--- src/rtl/scl_gen_pkg.sv ---
package scl_gen_pkg;

    // divider and counter widths
    localparam int DIV_W   = 12;
    localparam int CNT_W   = DIV_W + 2;
    localparam int WORD_W  = 32;

    // field placement inside the two register words
    localparam int CTL_DIV_POS   = 12;
    localparam int CTL_DIV_W     = 10;
    localparam int CTL_EXT_POS   = 28;
    localparam int CTL_EXT_W     = DIV_W - CTL_DIV_W;
    localparam int ADR_LOW_POS   = 16;
    localparam int ADR_SPLIT_POS = 28;

    // default input-filter latency folded into the high phase
    localparam int FILT_CYC_DEF  = 15;

    typedef enum logic {
        PH_LOW  = 1'b0,
        PH_HIGH = 1'b1
    } phase_e;

    typedef struct packed {
        logic [CNT_W-1:0] lo_len;
        logic [CNT_W-1:0] hi_len;
    } phase_len_t;

    typedef struct packed {
        logic fall;
        logic lo_mid;
        logic rise;
        logic hi_mid;
    } tick_t;

    function automatic logic [DIV_W-1:0] at_least_one(input logic [DIV_W-1:0] v);
        return (v == '0) ? DIV_W'(1) : v;
    endfunction

endpackage

--- src/rtl/scl_div_decode.sv ---
module scl_div_decode
    import scl_gen_pkg::*;
#(
    parameter int FILT_CYC = FILT_CYC_DEF
) (
    input  logic [WORD_W-1:0] ctl_word,
    input  logic [WORD_W-1:0] adr_word,
    output phase_len_t        lens
);
    logic [DIV_W-1:0] div_raw;
    logic [DIV_W-1:0] low_raw;
    logic [DIV_W-1:0] div_eff;
    logic [DIV_W-1:0] low_eff;
    logic             split_mode;
    logic [CNT_W-1:0] div_ext;
    logic [CNT_W-1:0] low_ext;

    // main divider is assembled from two separate fields
    assign div_raw    = {ctl_word[CTL_EXT_POS +: CTL_EXT_W],
                         ctl_word[CTL_DIV_POS +: CTL_DIV_W]};
    assign low_raw    = adr_word[ADR_LOW_POS +: DIV_W];
    assign split_mode = adr_word[ADR_SPLIT_POS];

    assign div_eff = at_least_one(div_raw);
    assign low_eff = at_least_one(low_raw);
    assign div_ext = CNT_W'(div_eff);
    assign low_ext = CNT_W'(low_eff);

    always_comb begin
        if (split_mode) begin
            lens.lo_len = low_ext;
            lens.hi_len = div_ext + CNT_W'(FILT_CYC);
        end else begin
            // two quarters low, two quarters high
            lens.lo_len = div_ext << 1;
            lens.hi_len = (div_ext << 1) + CNT_W'(FILT_CYC);
        end
    end

endmodule

--- src/rtl/scl_phase_fsm.sv ---
module scl_phase_fsm
    import scl_gen_pkg::*;
(
    input  logic             clk,
    input  logic             rst,
    input  logic             gen_en,
    input  logic             scl_in,
    input  phase_len_t       lens,
    output phase_e           phase,
    output logic [CNT_W-1:0] cnt,
    output logic             hold_wait
);
    logic lo_done;
    logic hi_done;

    assign lo_done   = (cnt >= lens.lo_len - CNT_W'(1));
    assign hi_done   = (cnt >= lens.hi_len - CNT_W'(1));
    // high count waits at position zero until the line reads high
    assign hold_wait = gen_en && (phase == PH_HIGH) && (cnt == '0) && !scl_in;

    always_ff @(posedge clk) begin
        if (rst || !gen_en) begin
            phase <= PH_LOW;
            cnt   <= '0;
        end else begin
            unique case (phase)
                PH_LOW: begin
                    if (lo_done) begin
                        phase <= PH_HIGH;
                        cnt   <= '0;
                    end else begin
                        cnt <= cnt + CNT_W'(1);
                    end
                end
                PH_HIGH: begin
                    if (hold_wait) begin
                        cnt <= cnt;
                    end else if (hi_done) begin
                        phase <= PH_LOW;
                        cnt   <= '0;
                    end else begin
                        cnt <= cnt + CNT_W'(1);
                    end
                end
                default: begin
                    phase <= PH_LOW;
                    cnt   <= '0;
                end
            endcase
        end
    end

endmodule

--- src/rtl/scl_tick_gen.sv ---
module scl_tick_gen
    import scl_gen_pkg::*;
(
    input  logic             gen_en,
    input  logic             scl_in,
    input  phase_e           phase,
    input  logic [CNT_W-1:0] cnt,
    input  phase_len_t       lens,
    output tick_t            ticks,
    output logic             scl_pull
);
    logic [CNT_W-1:0] lo_mid_pos;
    logic [CNT_W-1:0] hi_mid_pos;
    logic             in_low;
    logic             in_high;

    assign lo_mid_pos = lens.lo_len >> 1;
    assign hi_mid_pos = lens.hi_len >> 1;
    assign in_low     = gen_en && (phase == PH_LOW);
    assign in_high    = gen_en && (phase == PH_HIGH);

    assign scl_pull      = in_low;
    assign ticks.fall    = in_low  && (cnt == '0);
    assign ticks.lo_mid  = in_low  && (cnt == lo_mid_pos);
    assign ticks.rise    = in_high && (cnt == '0) && scl_in;
    assign ticks.hi_mid  = in_high && (cnt != '0) && (cnt == hi_mid_pos);

endmodule

--- src/rtl/scl_clk_gen.sv ---
module scl_clk_gen
    import scl_gen_pkg::*;
#(
    parameter int FILT_CYC = FILT_CYC_DEF
) (
    input  logic              clk,
    input  logic              rst,
    input  logic              gen_en,
    input  logic [WORD_W-1:0] ctl_word,
    input  logic [WORD_W-1:0] adr_word,
    input  logic              scl_in,
    output logic              scl_pull,
    output logic              tick_fall,
    output logic              tick_lo_mid,
    output logic              tick_rise,
    output logic              tick_hi_mid
);
    phase_len_t       lens;
    phase_e           phase;
    logic [CNT_W-1:0] cnt;
    logic             hold_wait;
    tick_t            ticks;
    logic             unused_word_bits;

    // only the divider fields are consumed from the words
    assign unused_word_bits = ^{ctl_word, adr_word};

    scl_div_decode #(.FILT_CYC(FILT_CYC)) u_decode (
        .ctl_word (ctl_word),
        .adr_word (adr_word),
        .lens     (lens)
    );

    scl_phase_fsm u_fsm (
        .clk       (clk),
        .rst       (rst),
        .gen_en    (gen_en),
        .scl_in    (scl_in),
        .lens      (lens),
        .phase     (phase),
        .cnt       (cnt),
        .hold_wait (hold_wait)
    );

    scl_tick_gen u_ticks (
        .gen_en   (gen_en),
        .scl_in   (scl_in),
        .phase    (phase),
        .cnt      (cnt),
        .lens     (lens),
        .ticks    (ticks),
        .scl_pull (scl_pull)
    );

    assign tick_fall   = ticks.fall;
    assign tick_lo_mid = ticks.lo_mid;
    assign tick_rise   = ticks.rise;
    assign tick_hi_mid = ticks.hi_mid;

endmodule

--- config.mk ---
export PLATFORM = sky130hd
export DESIGN_NAME = scl_clk_gen
export DESIGN_NICKNAME = d
export VERILOG_FILES = /design/src/rtl/scl_gen_pkg.sv /design/src/rtl/scl_div_decode.sv /design/src/rtl/scl_phase_fsm.sv /design/src/rtl/scl_tick_gen.sv /design/src/rtl/scl_clk_gen.sv
export SDC_FILE = /design/constraint.sdc
export NUM_CORES = 1
export LEC_CHECK = 0
export CAP_MARGIN = 20
export CORE_ASPECT_RATIO = 1.2
export CORE_MARGIN = 4
export CORE_UTILIZATION = 27
export CTS_BUF_LIST = sky130_fd_sc_hd__clkbuf_4
export CTS_CLUSTER_DIAMETER = 150
export DETAILED_ROUTE_END_ITERATION = 10
export DONT_BUFFER_PORTS = 1
export PLACE_DENSITY_LB_ADDON = 0.25
export SLEW_MARGIN = 20
export SYNTH_ARGS = -nofsm -noshare
export SYNTH_HDL_FRONTEND = slang
export SYNTH_SLANG_ARGS = --single-unit
--- constraint.sdc ---
create_clock -name clk -period 8.79 [get_ports clk]
set_input_delay 1.3185 -clock clk [delete_from_list [all_inputs] [get_ports clk]]
set_output_delay 1.3185 -clock clk [all_outputs]
set_load 0.05 [all_outputs]
## Word level (Yosys, flattened, before mapping)

Index checks and enable logic that the tools add are counted.
Widths: inputs -> output; s select.

| operators by class | value |
|---|---|
| equality and inequality tests | 3 |
| muxes and demuxes | 11 |
| $lt $le $gt $ge | 2 |
| bitwise gates (word level) | 1 |
| reduce and logical (&&, ||, !) cells | 16 |
| add/sub/neg operators | 5 |

Operators with widths:

| cell | number |
|---|---|
| $mux 14 | 3 |
| $ge 14x14->1 | 2 |
| $pmux 14 s2 | 1 |
| $mux 27 | 1 |
| $logic_not 12->1 | 2 |
| $mux 12 | 2 |
| $add 13x4->14 const B | 1 |
| $add 14x1->14 const B | 1 |
| $eq 14x12->1 | 1 |
| $eq 14x13->1 | 1 |
| $logic_not 14->1 | 1 |
| $reduce_bool 14->1 | 1 |
| $sub 13x1->14 const B | 1 |
| $sub 14x1->14 const B | 1 |
| $add 12x4->13 const B | 1 |
| $logic_and 1x1->1 | 9 |
| $mux 1 | 3 |
| $logic_not 1->1 | 2 |
| $ne 2x2->1 const B | 1 |
| $pmux 1 s2 | 1 |
| $logic_or 1x1->1 | 1 |
| $not 1->1 | 1 |

| word-level totals | value |
|---|---|
| bits in registers | 15 |

## Longest topological paths before layout

| depth | value |
|---|---|
| depth after elaboration | 9 |
| depth in mapped cells | 22 |
| mapped depth without buffers | 19 |

## By module

From an unflattened synthesis, not the netlist that was laid out.

| second synthesis, totals | value |
|---|---|
| cells, all modules | 387 |
| area total of the unflattened synthesis | 2920.3 µm² |

By module, submodules not included:

| module | times used | area each (µm²) | cells each |
|---|---|---|---|
| scl_phase_fsm | 1 | 1800.5 | 221 |
| scl_div_decode | 1 | 767.0 | 119 |
| scl_tick_gen | 1 | 352.8 | 47 |

## Least setup slack after synthesis

Ideal clock, no wire load.

| path | value |
|---|---|
| path kind | input to output |
| start | input port adr_word[28] |
| end | output port tick_lo_mid |
| buffers on the path | 4 |
| arrival | 4.277 ns |
| path slack | 3.195 ns |
| stages on the path | 8 |
| required time | 7.471 ns |
| cells stage by stage | buf_2 > buf_2 > buf_2 > buf_2 > mux2i_1 > xor2_1 > nand3_1 > nor4_1 |

| on the way | value |
|---|---|
| word-level cells in the longest chain between the ends | 3 |

Ends and longest elaborated chain:

| what | RTL line | RTL |
|---|---|---|
| from (decl) | scl_clk_gen.sv:10 | `input logic [WORD_W-1:0] adr_word,` |
| $mux 27 | scl_div_decode.sv:30 | `if (split_mode) begin` |
| $eq 14x12->1 | scl_tick_gen.sv:24 | `assign ticks.lo_mid = in_low && (cnt == lo_mid_pos);` |
| $logic_and 1x1->1 | scl_tick_gen.sv:24 |  |
| to (decl) | scl_clk_gen.sv:14 | `output logic tick_lo_mid,` |

No other way between the ends.

## Final worst setup path

| path | value |
|---|---|
| start | input port ctl_word[21] |
| end | output port tick_hi_mid |

| on the way | value |
|---|---|
| word-level cells in the longest chain between the ends | 6 |
| elaborated cells between the ends (all ways) | 7 |

Ends and longest elaborated chain:

| what | RTL line | RTL |
|---|---|---|
| from (decl) | scl_clk_gen.sv:9 | `input logic [WORD_W-1:0] ctl_word,` |
| $logic_not 12->1 | scl_gen_pkg.sv:37 | `return (v == '0) ? DIV_W'(1) : v;` |
| $mux 12 (*) | scl_gen_pkg.sv:37 |  |
| $add 13x4->14 / $add 12x4->13 (equally long branches) | scl_div_decode.sv:36, scl_div_decode.sv:32 |  |
| $mux 27 (*) | scl_div_decode.sv:30 |  |
| $eq 14x13->1 (*) | scl_tick_gen.sv:26 | `assign ticks.hi_mid = in_high && (cnt != '0) && (cnt == hi_mid_pos);` |
| $logic_and 1x1->1 (*) | scl_tick_gen.sv:26 |  |
| to (decl) | scl_clk_gen.sv:16 | `output logic tick_hi_mid` |

Mark *: on every way between the ends. The rest lies on a longest branch, timed or not.

==> out/qor.yml <==
critical_path_peak_fanout: 11
setup_viol: 0
number_of_levels_in_the_clock_h_tree: 1
max_freq_ghz: 0.173
rsz0062_at_grt: "false"
ir_drop_uv: 24.9
finClkSkew_ps: 2.83
cpPeakStageDelay_ps: 600
start_util: 0.275
crit_required_ps: 7470
clock_sink_count: 15
status: "complete, no violations"
grt_overflow_total: 0
timing.final.crit_share: 0.658
synth.yosys.seq_area_share: 0.0947
hp-class: "reg2reg"
top_level_i_o_count: 73
synth_top_flop_cell: "sky130_fd_sc_hd__dfxtp_1"
crit_path_start: "ctl_word[21]"
drtIter0Drc: 160
stdcell_count: 561
die_x_um: 107
buffer_ports.inserted: 0
design.die.area_mm2: 0.0135
fraction_of_layout_instances_using_a_drive_strength_above_1: 0.0792
synth_enable_flop_cells: 0
final_cell_area_excluding_filler_cells_mm2: 0.00326
first_global_vias: 3027
static-leakage-power_nw: 1.23
setup-tns-final_ps: 0
post_synthesis_cell_count: 427
place_area_mm2: 0.00323
crit_path_cell_trace: "nor4_4, a31o_4, inv_4, ha_1, nor2b_1, or3_1, xor2_1, a21oi_1, nand3_1, a31oi_1, and4b_1"
asyncSetResetFlopFracSynth: 0
final_cell_mix: "sky130_fd_sc_hd__nor2_1, sky130_fd_sc_hd__nand2_1, sky130_fd_sc_hd__ha_1, sky130_fd_sc_hd__xor2_1, sky130_fd_sc_hd__xnor2_1"
number_of_antenna_cells_inserted: 0
synth_cell_types: 75
synth.avg_cell_area_um2: 7.43
yosys_register_bits: 15
clk_pin_slew_worst_paths_ps: 90
dr_total_vias: 3049
synthesis.nets: 527
ys.warnings.count: 0
drt_wl_total_um: 9960
dieHeight_um: 127
grt.total_usage: 0.148
maximum_number_of_pins_on_one_net_before_global_route_repair: 50
inst_count_dp: 557
data_arrival_critical_path_ps: 4470
drt_pass1_iterations: 4
root_buffer: "sky130_fd_sc_hd__clkbuf_4"
syn2layout_area_growth_pct: 2.84
max_slew.worst_pin.slew_ps: 1150
power-per-cell-area_mw_per_mm2: 64.3
skew_pair_late_insertion_delay_ps: 290
final.hold.worst_slack_ps: 647
critical_path_start_end_classification: "in2out"
slew-limit-headroom: 0.233
initial_antenna_violation_count: 0
cts-buffers-inserted: 3
rr_startpoint: "u_fsm.cnt[0]"
post_synth_instance_area_mm2: 0.00317
maxCapViolations: 0
rrSetupSlack_ps: 5990
rr_endpoint: "u_fsm.cnt[10]"
r2r_cells: 9
layout.cells.most_common: "sky130_fd_sc_hd__nor2_1"
cts_setup_buffers: 0
tritoncts: "yes"
grt_first_pass_wirelength_um: 16100
min_from: "u_fsm.phase"
drc: 0
route.antenna.remaining_nets: 0
timing.hold.worst_path_depth: 3
routabilityCongestion: 0.886
num-nets-final: 505
ctsHoldBuffers: 0
cp_slowest_cell: "sky130_fd_sc_hd__and4b_1"
rows: 43
endpoint_kind: "output port"
final_core_utilization: 0.283
hold_violations: 0
ctsLongestPathBuffers: 2
cp-endpoint: "tick_hi_mid"
period_needed_ps: 5780
cts_repair_resize_count: 0
routed_wire_length_per_instance_um: 17.8
dp_hpwl_um: 8080
detail_route.vias_per_cell: 5.43
crit_start_category: "input pin"
maxSlewViolCount: 0
core_region_area_mm2: 0.0115
==> cell type report <==
cell class | count | area, um2
fill | 1294 | 8250
multi-input combinational | 370 | 2670
sequential | 15 | 300
tap | 157 | 196
inverter | 14 | 55.1
clock buffer | 4 | 30.0
timing repair buffer | 1 | 7.51
==> power breakdown <==
group          switching, mW  internal, mW
Clock                 0.0227        0.0207
Combinational         0.0566        0.0396
Sequential           0.00176        0.0683
==> critical path, delay by kind of cell <==
kind / cells / cell delay (ps)
AO/OA/AOI/OAI: 3 / 880
adder cells (fa/ha/maj): 1 / 240
XOR/XNOR: 1 / 180
AND/OR/NAND/NOR: 5 / 1770
buffers and inverters: 1 / 60
==> layer usage <==
metal	wire length, um	track usage	up-vias	part of all wire
li1	-	-	1513	-
met1	4360	0.203	1400	0.44
met2	4600	0.238	113	0.46
met3	733	0.0254	23	0.074
met4	265	0.0459	0	0.027
met5	0	0	-	0
==> synth_stat cells, types with 3 or more instances <==
cell type / instances / share of area
sky130_fd_sc_hd__nand4_1: 7 / 0.014
sky130_fd_sc_hd__o211ai_1: 3 / 0.0071
sky130_fd_sc_hd__a2111oi_0: 4 / 0.011
sky130_fd_sc_hd__nor3b_1: 3 / 0.0071
sky130_fd_sc_hd__xor2_1: 28 / 0.077
sky130_fd_sc_hd__nor4_1: 9 / 0.018
sky130_fd_sc_hd__a211oi_1: 5 / 0.012
sky130_fd_sc_hd__and2_1: 4 / 0.0079
sky130_fd_sc_hd__mux2i_1: 12 / 0.038
sky130_fd_sc_hd__nor4_4: 4 / 0.027
sky130_fd_sc_hd__dfxtp_1: 15 / 0.095
sky130_fd_sc_hd__xnor2_1: 28 / 0.077
sky130_fd_sc_hd__clkbuf_1: 14 / 0.017
sky130_fd_sc_hd__nor2_1: 49 / 0.058
sky130_fd_sc_hd__o22ai_1: 4 / 0.0079
sky130_fd_sc_hd__a31oi_1: 5 / 0.0099
sky130_fd_sc_hd__ha_1: 32 / 0.13
sky130_fd_sc_hd__and3_1: 7 / 0.014
sky130_fd_sc_hd__nand3_1: 17 / 0.027
sky130_fd_sc_hd__nand2_1: 34 / 0.040
sky130_fd_sc_hd__nor2b_1: 8 / 0.016
sky130_fd_sc_hd__nor3_1: 9 / 0.014
sky130_fd_sc_hd__inv_1: 13 / 0.015
sky130_fd_sc_hd__buf_6: 5 / 0.018
sky130_fd_sc_hd__o21ai_0: 18 / 0.028
sky130_fd_sc_hd__nand2b_1: 6 / 0.012
sky130_fd_sc_hd__a21oi_1: 20 / 0.032
sky130_fd_sc_hd__buf_2: 7 / 0.011
sky130_fd_sc_hd__or3_1: 3 / 0.0059
sky130_fd_sc_hd__a32oi_1: 3 / 0.0083
==> through the flow <==
| stage | setup WS (ps) | total power [mW] |
|---|---|---|
| finish | 3010 | 0.210 |
| global route | 2830 | 0.226 |
| CTS | 3090 | 0.211 |
| detailed placement | 2980 | 0.167 |
| global placement | 3060 | 0.166 |
| floorplan | 3190 | 0.158 |
==> worst min-delay path by stage <==
stage	end	slack, ps
after detailed placement	u_fsm.phase	630
after CTS	u_fsm.phase	660
final	u_fsm.phase	650
after global routing	u_fsm.phase	700
after global placement	u_fsm.phase	630
after floorplan	u_fsm.cnt[13]	550
==> registers in the layout, summed over array words and instances, names as in the netlist <==
name and count:
u_fsm.cnt 14, u_fsm.phase 1
==> cell families (layout without fill, tap and decap cells) <==
group,after synthesis,after routing,share of synthesized area
simple gates,175,175,0.305
mux,12,12,0.0379
flops,15,15,0.0947
compound gates,93,93,0.209
xor+xnor,57,57,0.160
other cells,1,1,0.00118
buf+inv,42,19,0.0663
fa+ha+maj,32,32,0.126
Power figures use the tool's default switching activity.
